### config.mk
export PLATFORM = sky130hd
export DESIGN_NAME = dsq_sequencer
export DESIGN_NICKNAME = d
export VERILOG_FILES = /design/src/rtl/dsq_pkg.sv /design/src/rtl/dsq_tick_gen.sv /design/src/rtl/dsq_phase_fsm.sv /design/src/rtl/dsq_result_reg.sv /design/src/rtl/dsq_sequencer.sv
export SDC_FILE = /design/constraint.sdc
export NUM_CORES = 1
export LEC_CHECK = 0
export ABC_AREA = 1
export CAP_MARGIN = 10
export CORE_ASPECT_RATIO = 2
export CORE_MARGIN = 2
export CORE_UTILIZATION = 50
export DETAILED_ROUTE_END_ITERATION = 7
export GPL_TIMING_DRIVEN = 0
export PLACE_DENSITY = 0.75
export REMOVE_ABC_BUFFERS = 1
export SLEW_MARGIN = 10
export SYNTH_ARGS = -nofsm -noshare
export SYNTH_HDL_FRONTEND = slang
export SYNTH_SLANG_ARGS = --single-unit
### constraint.sdc
create_clock -name clk -period 3.1 [get_ports clk]
set_input_delay 0.31 -clock clk [delete_from_list [all_inputs] [get_ports clk]]
set_output_delay 0.31 -clock clk [all_outputs]
set_load 0.005 [all_outputs]
### src/rtl/dsq_pkg.sv
package dsq_pkg;
  typedef enum logic [1:0] {
    PH_ZERO  = 2'd0,
    PH_INTEG = 2'd1,
    PH_DEINT = 2'd2
  } phase_e;
endpackage

### src/rtl/dsq_tick_gen.sv
module dsq_tick_gen #(
  parameter int CLK_DIV = 4
) (
  input  logic clk,
  input  logic rst,
  output logic tick
);
  generate
    if (CLK_DIV <= 1) begin : g_nodiv
      assign tick = 1'b1;
    end else begin : g_div
      localparam int DIV_W = $clog2(CLK_DIV);
      logic [DIV_W-1:0] div_q;
      assign tick = (div_q == DIV_W'(CLK_DIV - 1));
      always_ff @(posedge clk) begin
        if (rst)       div_q <= '0;
        else if (tick) div_q <= '0;
        else           div_q <= div_q + 1'b1;
      end
      // divider never runs past its terminal value
      p_div_range_r2: assert property (@(posedge clk) disable iff (rst)
        div_q <= DIV_W'(CLK_DIV - 1));
    end
  endgenerate
endmodule

### src/rtl/dsq_phase_fsm.sv
module dsq_phase_fsm
  import dsq_pkg::*;
#(
  parameter int INT_CNT   = 1000,
  parameter int DEINT_MAX = 2000,
  parameter int CYCLE_CNT = 4000,
  localparam int CNT_W    = $clog2(CYCLE_CNT),
  localparam int MAG_W    = $clog2(DEINT_MAX)
) (
  input  logic             clk,
  input  logic             rst,
  input  logic             tick,
  input  logic             cmp_above,
  output phase_e           phase_q,
  output logic             pol_q,
  output logic             done,
  output logic             done_ovr,
  output logic [MAG_W-1:0] done_mag
);
  localparam int ZERO_START = INT_CNT + DEINT_MAX;

  logic [CNT_W-1:0] cyc_q;
  logic [CNT_W-1:0] deint_n;
  logic             last_cyc;
  logic             crossed;
  logic             at_limit;

  assign last_cyc = (cyc_q == CNT_W'(CYCLE_CNT - 1));
  assign deint_n  = cyc_q - CNT_W'(INT_CNT);
  assign crossed  = (cmp_above != pol_q);
  assign at_limit = (deint_n == CNT_W'(DEINT_MAX - 1));
  assign done     = tick && (phase_q == PH_DEINT) && (crossed || at_limit);
  assign done_ovr = !crossed;
  assign done_mag = deint_n[MAG_W-1:0];

  always_ff @(posedge clk) begin
    if (rst) begin
      phase_q <= PH_ZERO;
      cyc_q   <= CNT_W'(ZERO_START);
      pol_q   <= 1'b0;
    end else if (tick) begin
      cyc_q <= last_cyc ? '0 : cyc_q + 1'b1;
      case (phase_q)
        PH_ZERO:  if (last_cyc) phase_q <= PH_INTEG;
        PH_INTEG: if (cyc_q == CNT_W'(INT_CNT - 1)) begin
                    phase_q <= PH_DEINT;
                    pol_q   <= cmp_above;
                  end
        PH_DEINT: if (crossed || at_limit) phase_q <= PH_ZERO;
        default:  phase_q <= PH_ZERO;
      endcase
    end
  end

  // legal successor of each phase
  p_order_int_r9: assert property (@(posedge clk) disable iff (rst)
    (phase_q == PH_INTEG) |=> (phase_q == PH_INTEG || phase_q == PH_DEINT));
  p_order_de_r9: assert property (@(posedge clk) disable iff (rst)
    (phase_q == PH_DEINT) |=> (phase_q == PH_DEINT || phase_q == PH_ZERO));
  p_order_zero_r9: assert property (@(posedge clk) disable iff (rst)
    (phase_q == PH_ZERO) |=> (phase_q == PH_ZERO || phase_q == PH_INTEG));
  // integrate stays inside its fixed window
  p_int_window_r2: assert property (@(posedge clk) disable iff (rst)
    (phase_q == PH_INTEG) |-> (cyc_q < CNT_W'(INT_CNT)));
  // de-integrate never exceeds its limit
  p_deint_bound_r6: assert property (@(posedge clk) disable iff (rst)
    (phase_q == PH_DEINT) |-> (cyc_q >= CNT_W'(INT_CNT) && cyc_q < CNT_W'(ZERO_START)));
  // polarity frozen through de-integrate
  p_pol_hold_r3: assert property (@(posedge clk) disable iff (rst)
    (phase_q == PH_DEINT) |=> $stable(pol_q));
  // cycle counter stays in range
  p_cyc_range_r5: assert property (@(posedge clk) disable iff (rst)
    cyc_q < CNT_W'(CYCLE_CNT));
endmodule

### src/rtl/dsq_result_reg.sv
module dsq_result_reg #(
  parameter int DEINT_MAX = 2000,
  localparam int MAG_W    = $clog2(DEINT_MAX)
) (
  input  logic             clk,
  input  logic             rst,
  input  logic             load,
  input  logic             pol,
  input  logic             ovr,
  input  logic [MAG_W-1:0] mag,
  output logic             rd_positive,
  output logic             rd_overrange,
  output logic [MAG_W-1:0] rd_magnitude
);
  always_ff @(posedge clk) begin
    if (rst) begin
      rd_positive  <= 1'b0;
      rd_overrange <= 1'b0;
      rd_magnitude <= '0;
    end else if (load) begin
      rd_positive  <= pol;
      rd_overrange <= ovr;
      rd_magnitude <= mag;
    end
  end

  // an overrange result always carries the saturated magnitude
  p_ovr_mag_r6: assert property (@(posedge clk) disable iff (rst)
    rd_overrange |-> (rd_magnitude == MAG_W'(DEINT_MAX - 1)));
endmodule

### src/rtl/dsq_sequencer.sv
module dsq_sequencer
  import dsq_pkg::*;
#(
  parameter int CLK_DIV   = 4,
  parameter int INT_CNT   = 1000,
  parameter int DEINT_MAX = 2000,
  parameter int CYCLE_CNT = 4000,
  localparam int MAG_W    = $clog2(DEINT_MAX)
) (
  input  logic             clk,
  input  logic             rst,
  input  logic             cmp_above,
  output logic             sw_input,
  output logic             sw_ref_pos,
  output logic             sw_ref_neg,
  output logic             sw_zero,
  output logic             busy,
  output logic             rd_positive,
  output logic [MAG_W-1:0] rd_magnitude,
  output logic             rd_overrange
);
  logic             tick;
  phase_e           phase_q;
  logic             pol_q;
  logic             done;
  logic             done_ovr;
  logic [MAG_W-1:0] done_mag;

  dsq_tick_gen #(.CLK_DIV(CLK_DIV)) u_tick (
    .clk (clk),
    .rst (rst),
    .tick(tick)
  );

  dsq_phase_fsm #(
    .INT_CNT  (INT_CNT),
    .DEINT_MAX(DEINT_MAX),
    .CYCLE_CNT(CYCLE_CNT)
  ) u_fsm (
    .clk      (clk),
    .rst      (rst),
    .tick     (tick),
    .cmp_above(cmp_above),
    .phase_q  (phase_q),
    .pol_q    (pol_q),
    .done     (done),
    .done_ovr (done_ovr),
    .done_mag (done_mag)
  );

  dsq_result_reg #(.DEINT_MAX(DEINT_MAX)) u_res (
    .clk         (clk),
    .rst         (rst),
    .load        (done),
    .pol         (pol_q),
    .ovr         (done_ovr),
    .mag         (done_mag),
    .rd_positive (rd_positive),
    .rd_overrange(rd_overrange),
    .rd_magnitude(rd_magnitude)
  );

  assign sw_input   = (phase_q == PH_INTEG);
  assign sw_ref_pos = (phase_q == PH_DEINT) && !pol_q;
  assign sw_ref_neg = (phase_q == PH_DEINT) &&  pol_q;
  assign sw_zero    = (phase_q == PH_ZERO);
  assign busy       = (phase_q == PH_INTEG) || (phase_q == PH_DEINT);

  // exactly one switch select at a time
  p_onehot_sw_r9: assert property (@(posedge clk) disable iff (rst)
    $onehot({sw_input, sw_ref_pos, sw_ref_neg, sw_zero}));
  // status low only in auto-zero
  p_busy_r7: assert property (@(posedge clk) disable iff (rst)
    busy == !sw_zero);
  // results frozen outside de-integrate
  p_hold_r8: assert property (@(posedge clk) disable iff (rst)
    (phase_q != PH_DEINT) |=> ($stable(rd_magnitude) && $stable(rd_positive)
                               && $stable(rd_overrange)));
endmodule

Word level (Yosys, flattened, before mapping). Index checks and enable logic that the tools add are counted.

Output and inout port bits: 18. Latch bits: 0. Word-level logic and storage cells: 37. Input bits: 3. Memories kept: 0. RAM bits: 0. Register bits after elaboration: 30. ROM bits: 0.

Reductions and logical operators: 12. Shift operators: 0. Equality and inequality tests: 10. Add/sub/neg operators: 3. $lt $le $gt $ge: 0. Multiplexer cells: 5. Bitwise operators: 0. Divide/modulo/power cells: 0. $mul: 0.

Operator list (number): $add A12 B1 Y12 const B (1); $eq A12 B10 Y1 const B (1); $eq A12 B11 Y1 const B (1); $eq A12 B12 Y1 const B (1); $mux W12 (1); $sub A12 B10 Y12 const B (1); $mux W2 (3); $ne A2 B1 Y1 const B (3); $pmux W2 S3 (1); $eq A2 B2 Y1 const B (2); $logic_and A1 B1 Y1 (4); $reduce_and A4 Y1 (1); $reduce_and A3 Y1 (1); $add A2 B1 Y2 const B (1); $eq A2 B1 Y1 const B (1); $logic_not A1 Y1 (2); $logic_not A2 Y1 (1); $logic_or A1 B1 Y1 (2); $reduce_or A2 Y1 (1); $ne A1 B1 Y1 (1).

Depth between registers and ports, before layout.
Depth after elaboration: 5. Mapped depth: 14. Gate-level depth less buffers: 14.

Cells and area by module. Synthesis repeated with hierarchy kept, for this count alone.

Cells, all modules: 269. Area, all modules: 1750.4 um2.

Modules (own cells, without submodules): dsq_phase_fsm (sequential area each 300.3 um2, times used 1, cells an instance 168, area an instance 1063.5 um2); dsq_result_reg (sequential area each 260.2 um2, times used 1, cells an instance 83, area an instance 549.3 um2); dsq_tick_gen (sequential area each 40.0 um2, times used 1, cells an instance 9, area an instance 75.1 um2); dsq_sequencer (sequential area each 0.0 um2, times used 1, cells an instance 9, area an instance 62.6 um2).

Worst setup path before layout. No wires, ideal clock.

Kind: register to register. Start point: register u_fsm.cyc_q[3]. End point: register u_res.rd_magnitude[6]. Path slack: 1.346 ns. Cell stages (with the launch flop): 14. Data arrival time: 1.643 ns. Clock period less this slack: 1.754 ns. Buffers on the path: 1. Required time: 2.988 ns. Library setup time: 0.112 ns. Path through: dfxtp_1 -> inv_1 -> ha_1 -> nor2_2 -> nand2_1 -> nand2_1 -> nand3_1 -> nor2_1 -> nand3_2 -> nand2_4 -> nand2_2 -> buf_6 -> a21oi_2 -> nor2_1.

Cells in the longest elaborated chain, start to end: 4.

RTL lines: start, declared (RTL line dsq_phase_fsm.sv:22) `logic [CNT_W-1:0] cyc_q;`; start signal, assigned (RTL line dsq_phase_fsm.sv:39) `cyc_q <= CNT_W'(ZERO_START);`; start signal, assigned (RTL line dsq_phase_fsm.sv:42) `cyc_q <= last_cyc ? '0 : cyc_q + 1'b1;`; $sub A12 B10 Y12 (RTL line dsq_phase_fsm.sv:29) `assign deint_n = cyc_q - CNT_W'(INT_CNT);`; net done_mag[3] (RTL line dsq_sequencer.sv:27) `logic [MAG_W-1:0] done_mag;`; $eq A12 B11 Y1 (RTL line dsq_phase_fsm.sv:31) `assign at_limit = (deint_n == CNT_W'(DEINT_MAX - 1));`; $logic_or A1 B1 Y1 (RTL line dsq_phase_fsm.sv:32) `assign done = tick && (phase_q == PH_DEINT) && (crossed || at_limit);`; $logic_and A1 B1 Y1 (RTL line dsq_phase_fsm.sv:32); end signal, assigned (RTL line dsq_result_reg.sv:23) `rd_magnitude <= mag;`; end, declared (RTL line dsq_result_reg.sv:13) `output logic [MAG_W-1:0] rd_magnitude`.

The timed path passes the listed nets, and every way through them passes these cells. A chain may end at the register's enable or synchronous reset.

Final worst setup path. Same ends and word-level chain as after synthesis.

==> PnR_summary.wiki <==
{| class="wikitable"
! Metric !! Value
|-
| Worst path buffer plus inverter count || 1
|-
| Fraction of layout instances using a drive strength above 1 || 8.16%
|-
| Clock root buffer master || clkbuf_8
|-
| Number of vias in the routed layout || 1408
|-
| Maximum operating frequency || 0.467 GHz
|-
| Antenna cells || 0
|-
| Static power due to leakage || 0.794 nW
|-
| Class of the tightest hold or removal check || register to register
|-
| Family of cells with the greatest summed delay on the critical path || simple AND/OR/NAND/NOR gates
|-
| Crit path to || u_res.rd_magnitude[6]
|-
| Number of cells on the worst reg-to-reg path || 12
|-
| Via count of the first global-routing pass || 1293
|-
| Non-Filler Instances || 275
|-
| Multiplexer share of the synthesized area || 0%
|-
| Number of setup buffers added after CTS || 0
|-
| Post-Syn Area || 1570 sq um
|-
| Measured slew at the worst slew-check pin || 550 ps
|-
| Depth of the critical timing path with buffers and inverters included || 12
|-
| DP Cell Count || 267
|-
| Top flip-flop cell by instance count after synthesis || dfxtp_1
|-
| CP max-delay cell || dfxtp_1
|-
| Outcome || finished, final reports clean
|-
| Worst-skew pair later-pin latency || 280 ps
|-
| Die Footprint || 3630 sq um
|-
| Dpl cell area || 1770 sq um
|-
| Maximum number of pins on one net before global-route repair || 16
|-
| Sum Neg Setup Slack || 0 ps
|-
| Area of the core || 2980 sq um
|-
| Hold buffer count at cts || 0
|-
| Xor/xnor cell area share of the yosys netlist || 3.90%
|-
| Clock edge transition at the registers on the reported setup and hold paths || 60 ps
|-
| Number of nets in the layout || 254
|-
| Crit Path Class || register to register
|-
| Data arrival at the endpoint of the critical path || 2320 ps
|-
| Register-to-Register Setup Slack || 960 ps
|-
| WHS || 426 ps
|-
| First-pass DRT Iterations || 4
|-
| Count of different cell masters after synthesis || 31
|-
| Share of total power consumed by net switching || 20.3%
|-
| Required time of the critical path || 3280 ps
|-
| Reg2reg end || u_res.rd_magnitude[6]
|-
| FILL cells || 280
|-
| Number of sinks handled by clock tree synthesis || 30
|-
| Clock H-tree levels || 2
|-
| Power density cells || 415 nW/um^2
|-
| Share of the synthesized area in compound gates (AO/OA/AOI/OAI) || 8.20%
|-
| Total wire length after detailed routing || 3230 um
|-
| Number of synthesized flops with an enable pin || 0
|-
| Flop pwr share || 50.3%
|-
| Synthesized netlist cell count || 223
|-
| HPWL after DPL || 2410 um
|-
| Unrepaired setup endpoints after global routing || false
|-
| Power share of the clock group || 46.4%
|-
| Combinational cell fraction of total power || 3.4%
|-
| Final setup vio count || 0
|-
| Reg2Reg Launch Point || u_fsm.cyc_q[3]
|-
| Global Route Usage Sum || 20.1%
|-
| Vertical die dimension || 83.3 um
|-
| Clock Skew || 4.44 ps
|-
| Synth Area in Simple Gates || 36.4%
|-
| Avg Inst Size Synth || 7.05 sq um
|-
| Relative slew slack || 63.2%
|-
| Finished Cell Area || 1880 sq um
|-
| Top fanout value on the critical path || 15
|-
| 1st-iter DRT viols || 35
|-
| Remaining global-route overflow || 0
|-
| Cells along the critical path || inv_1 > ha_1 > nor2_2 > nand2_1 > nand2_1 > nand3_1 > nor2_1 > nand3_2 > nand2_4 > nand2_2 > a21oi_2 > nor2_1
|-
| Internal power of the cells || 0.000622 W
|-
| Detailed-route wire length per cell || 11.7 um
|-
| Register area || 601 sq um
|-
| Final design utilization || 63.2%
|-
| Yosys synthesis warning count || 0
|-
| Switching power total || 0.000158 W
|-
| Number of design rule violations left after detail routing || 0
|-
| Final Hold Viols || 0
|-
| Sequential cell area fraction in the yosys report || 38.2%
|-
| Flop and latch count out of synthesis || 30
|-
| # rows || 28
|-
| Dominant combinational cell family by area after synthesis || simple AND/OR/NAND/NOR gates
|-
| IR drop worst, VDD || 323 uV
|-
| Antenna-violating nets left || 0
|-
| CP max stage delay || 450 ps
|-
| Endpoint type of the worst setup path || register
|-
| Initial standard-cell utilization of the core || 52.8%
|-
| TritonCTS clock tree || done
|-
| Fin crit period || 2140 ps
|-
| Period Utilization, post-route || 69.0%
|-
| Max-slew violations || 0
|-
| Number of antenna violations at the first check in global routing || 0
|-
| Per-cell via count in the routed design || 5.12
|-
| Inserted Clock Buffers || 5
|-
| Combined area of the multi-input logic cells || 850 sq um
|-
| Adder and majority gate portion of the synthesized area || 5.57%
|-
| Number of placed I/O pins || 21
|-
| Global-route wire length before repair || 5670 um
|-
| Share of async-settable or async-resettable flops after synthesis || 0%
|-
| Beginning of the critical path || u_fsm.cyc_q[3]
|-
| Total of cells resized after clock tree synthesis || 0
|-
| Critical Path Start Type || register
|-
| IO buf count || 20
|-
| Layout overhead on the synthesized area || 19.7%
|-
| Maximum capacitance violations || 0
|-
| Routability congestion estimate || 0.892
|-
| Die width || 43.6 um
|-
| Maximum number of buffers from clock root to sink || 2
|}
[synthesized netlist by cell type (2+ instances only)]
cell,count,share of area [%]
dfxtp_1,30,38
nand3_1,26,8.3
buf_6,2,1.4
nand2_1,62,15
a21oi_1,16,5.1
nor2_1,23,5.5
ha_1,7,5.6
xnor2_1,2,1.1
inv_1,20,4.8
nor2_2,3,1.2
inv_2,2,0.48
nand4_1,2,0.80
clkbuf_1,3,0.72
nor3_1,3,0.96
nand2_2,2,0.80
xor2_1,5,2.8
[area by class of cell]
| class | instances | share of cell area (%) |
|---|---|---|
| clock buffers | 8 | 5.85 |
| inverters | 22 | 4.39 |
| multi-input cells | 165 | 45.2 |
| flip-flops and latches | 30 | 31.9 |
| well taps | 30 | 2.00 |
| repair buffers | 20 | 10.6 |
[worst reg2reg max path: stages (launching register included)]
cell     delay (ps)
dfxtp_1         450
inv_1           140
ha_1            260
nor2_2          130
nand2_1          50
nand2_1          80
nand3_1          70
nor2_1          140
nand3_2         130
nand2_4         180
nand2_2         190
a21oi_2         180
nor2_1           50
[kinds of logic after synthesis]
| kind of cell | count (synthesis) |
|---|---|
| and+or+nand+nor | 128 |
| buffers and inverters | 28 |
| xor gates and xnor gates | 7 |
| DFF | 30 |
| AOI/OAI and AO/OA | 23 |
| adders and majority gates | 7 |
[per-layer routing]
layer | GRT usage (%) | vias to the layer above | wire, um | share of wire, %
met4 | 11.8 | 0 | 123 | 3.8
met3 | 4.57 | 12 | 99 | 3.1
met1 | 22.1 | 613 | 1320 | 41
met2 | 33.4 | 23 | 1680 | 52
li1 | - | 760 | - | -
met5 | 0 | - | 0 | 0
[registers in the layout (all words and copies together) (netlist names)]
| register | cells |
|---|---|
| u_fsm.phase_q | 2 |
| u_fsm.pol_q | 1 |
| u_fsm.cyc_q | 12 |
| u_tick.g_div.div_q | 2 |
| u_res.rd_magnitude | 11 |
| u_res.rd_positive | 1 |
| u_res.rd_overrange | 1 |
[worst min path at each step]
stage,from,end,slack [ps],depth (start not counted)
after floorplan,rst,u_res.rd_magnitude[0],380,1
after global placement,u_tick.g_div.div_q[0],u_tick.g_div.div_q[0],410,1
after detailed placement,u_tick.g_div.div_q[0],u_tick.g_div.div_q[0],420,1
after CTS,u_tick.g_div.div_q[0],u_tick.g_div.div_q[0],420,1
after global routing,u_tick.g_div.div_q[0],u_tick.g_div.div_q[0],440,1
final,u_tick.g_div.div_q[0],u_tick.g_div.div_q[0],430,1
[power groups by stage]
stage	combinational (W)	clock, W	sequential, W
2_1_floorplan	0.0000168	0	0.000400
3_3_place_gp	0.0000260	0	0.000401
3_5_place_dp	0.0000264	0	0.000401
4_1_cts	0.0000265	0.000373	0.000392
5_1_grt	0.0000315	0.000387	0.000393
6_report	0.0000262	0.000362	0.000392
[cells in the final DEF, fill, tap and decap left out, types with 2 or more instances in the layout]
cell type,n
nand4_1,2
a21oi_1,16
nand2_2,2
inv_2,2
clkdlybuf4s50_1,20
ha_1,7
xnor2_1,2
nor2_2,3
clkbuf_8,8
inv_1,20
nand3_1,26
dfxtp_1,30
nor2_1,23
nor3_1,3
nand2_1,62
xor2_1,5
[metrics by stage]
step / worst slack, ps / power (W)
finish: 960 / 0.000781
global route: 724 / 0.000811
CTS: 908 / 0.000792
detailed placement: 951 / 0.000427
global placement: 971 / 0.000427
floorplan: 1320 / 0.000417
(Power assumes the default switching activity.)
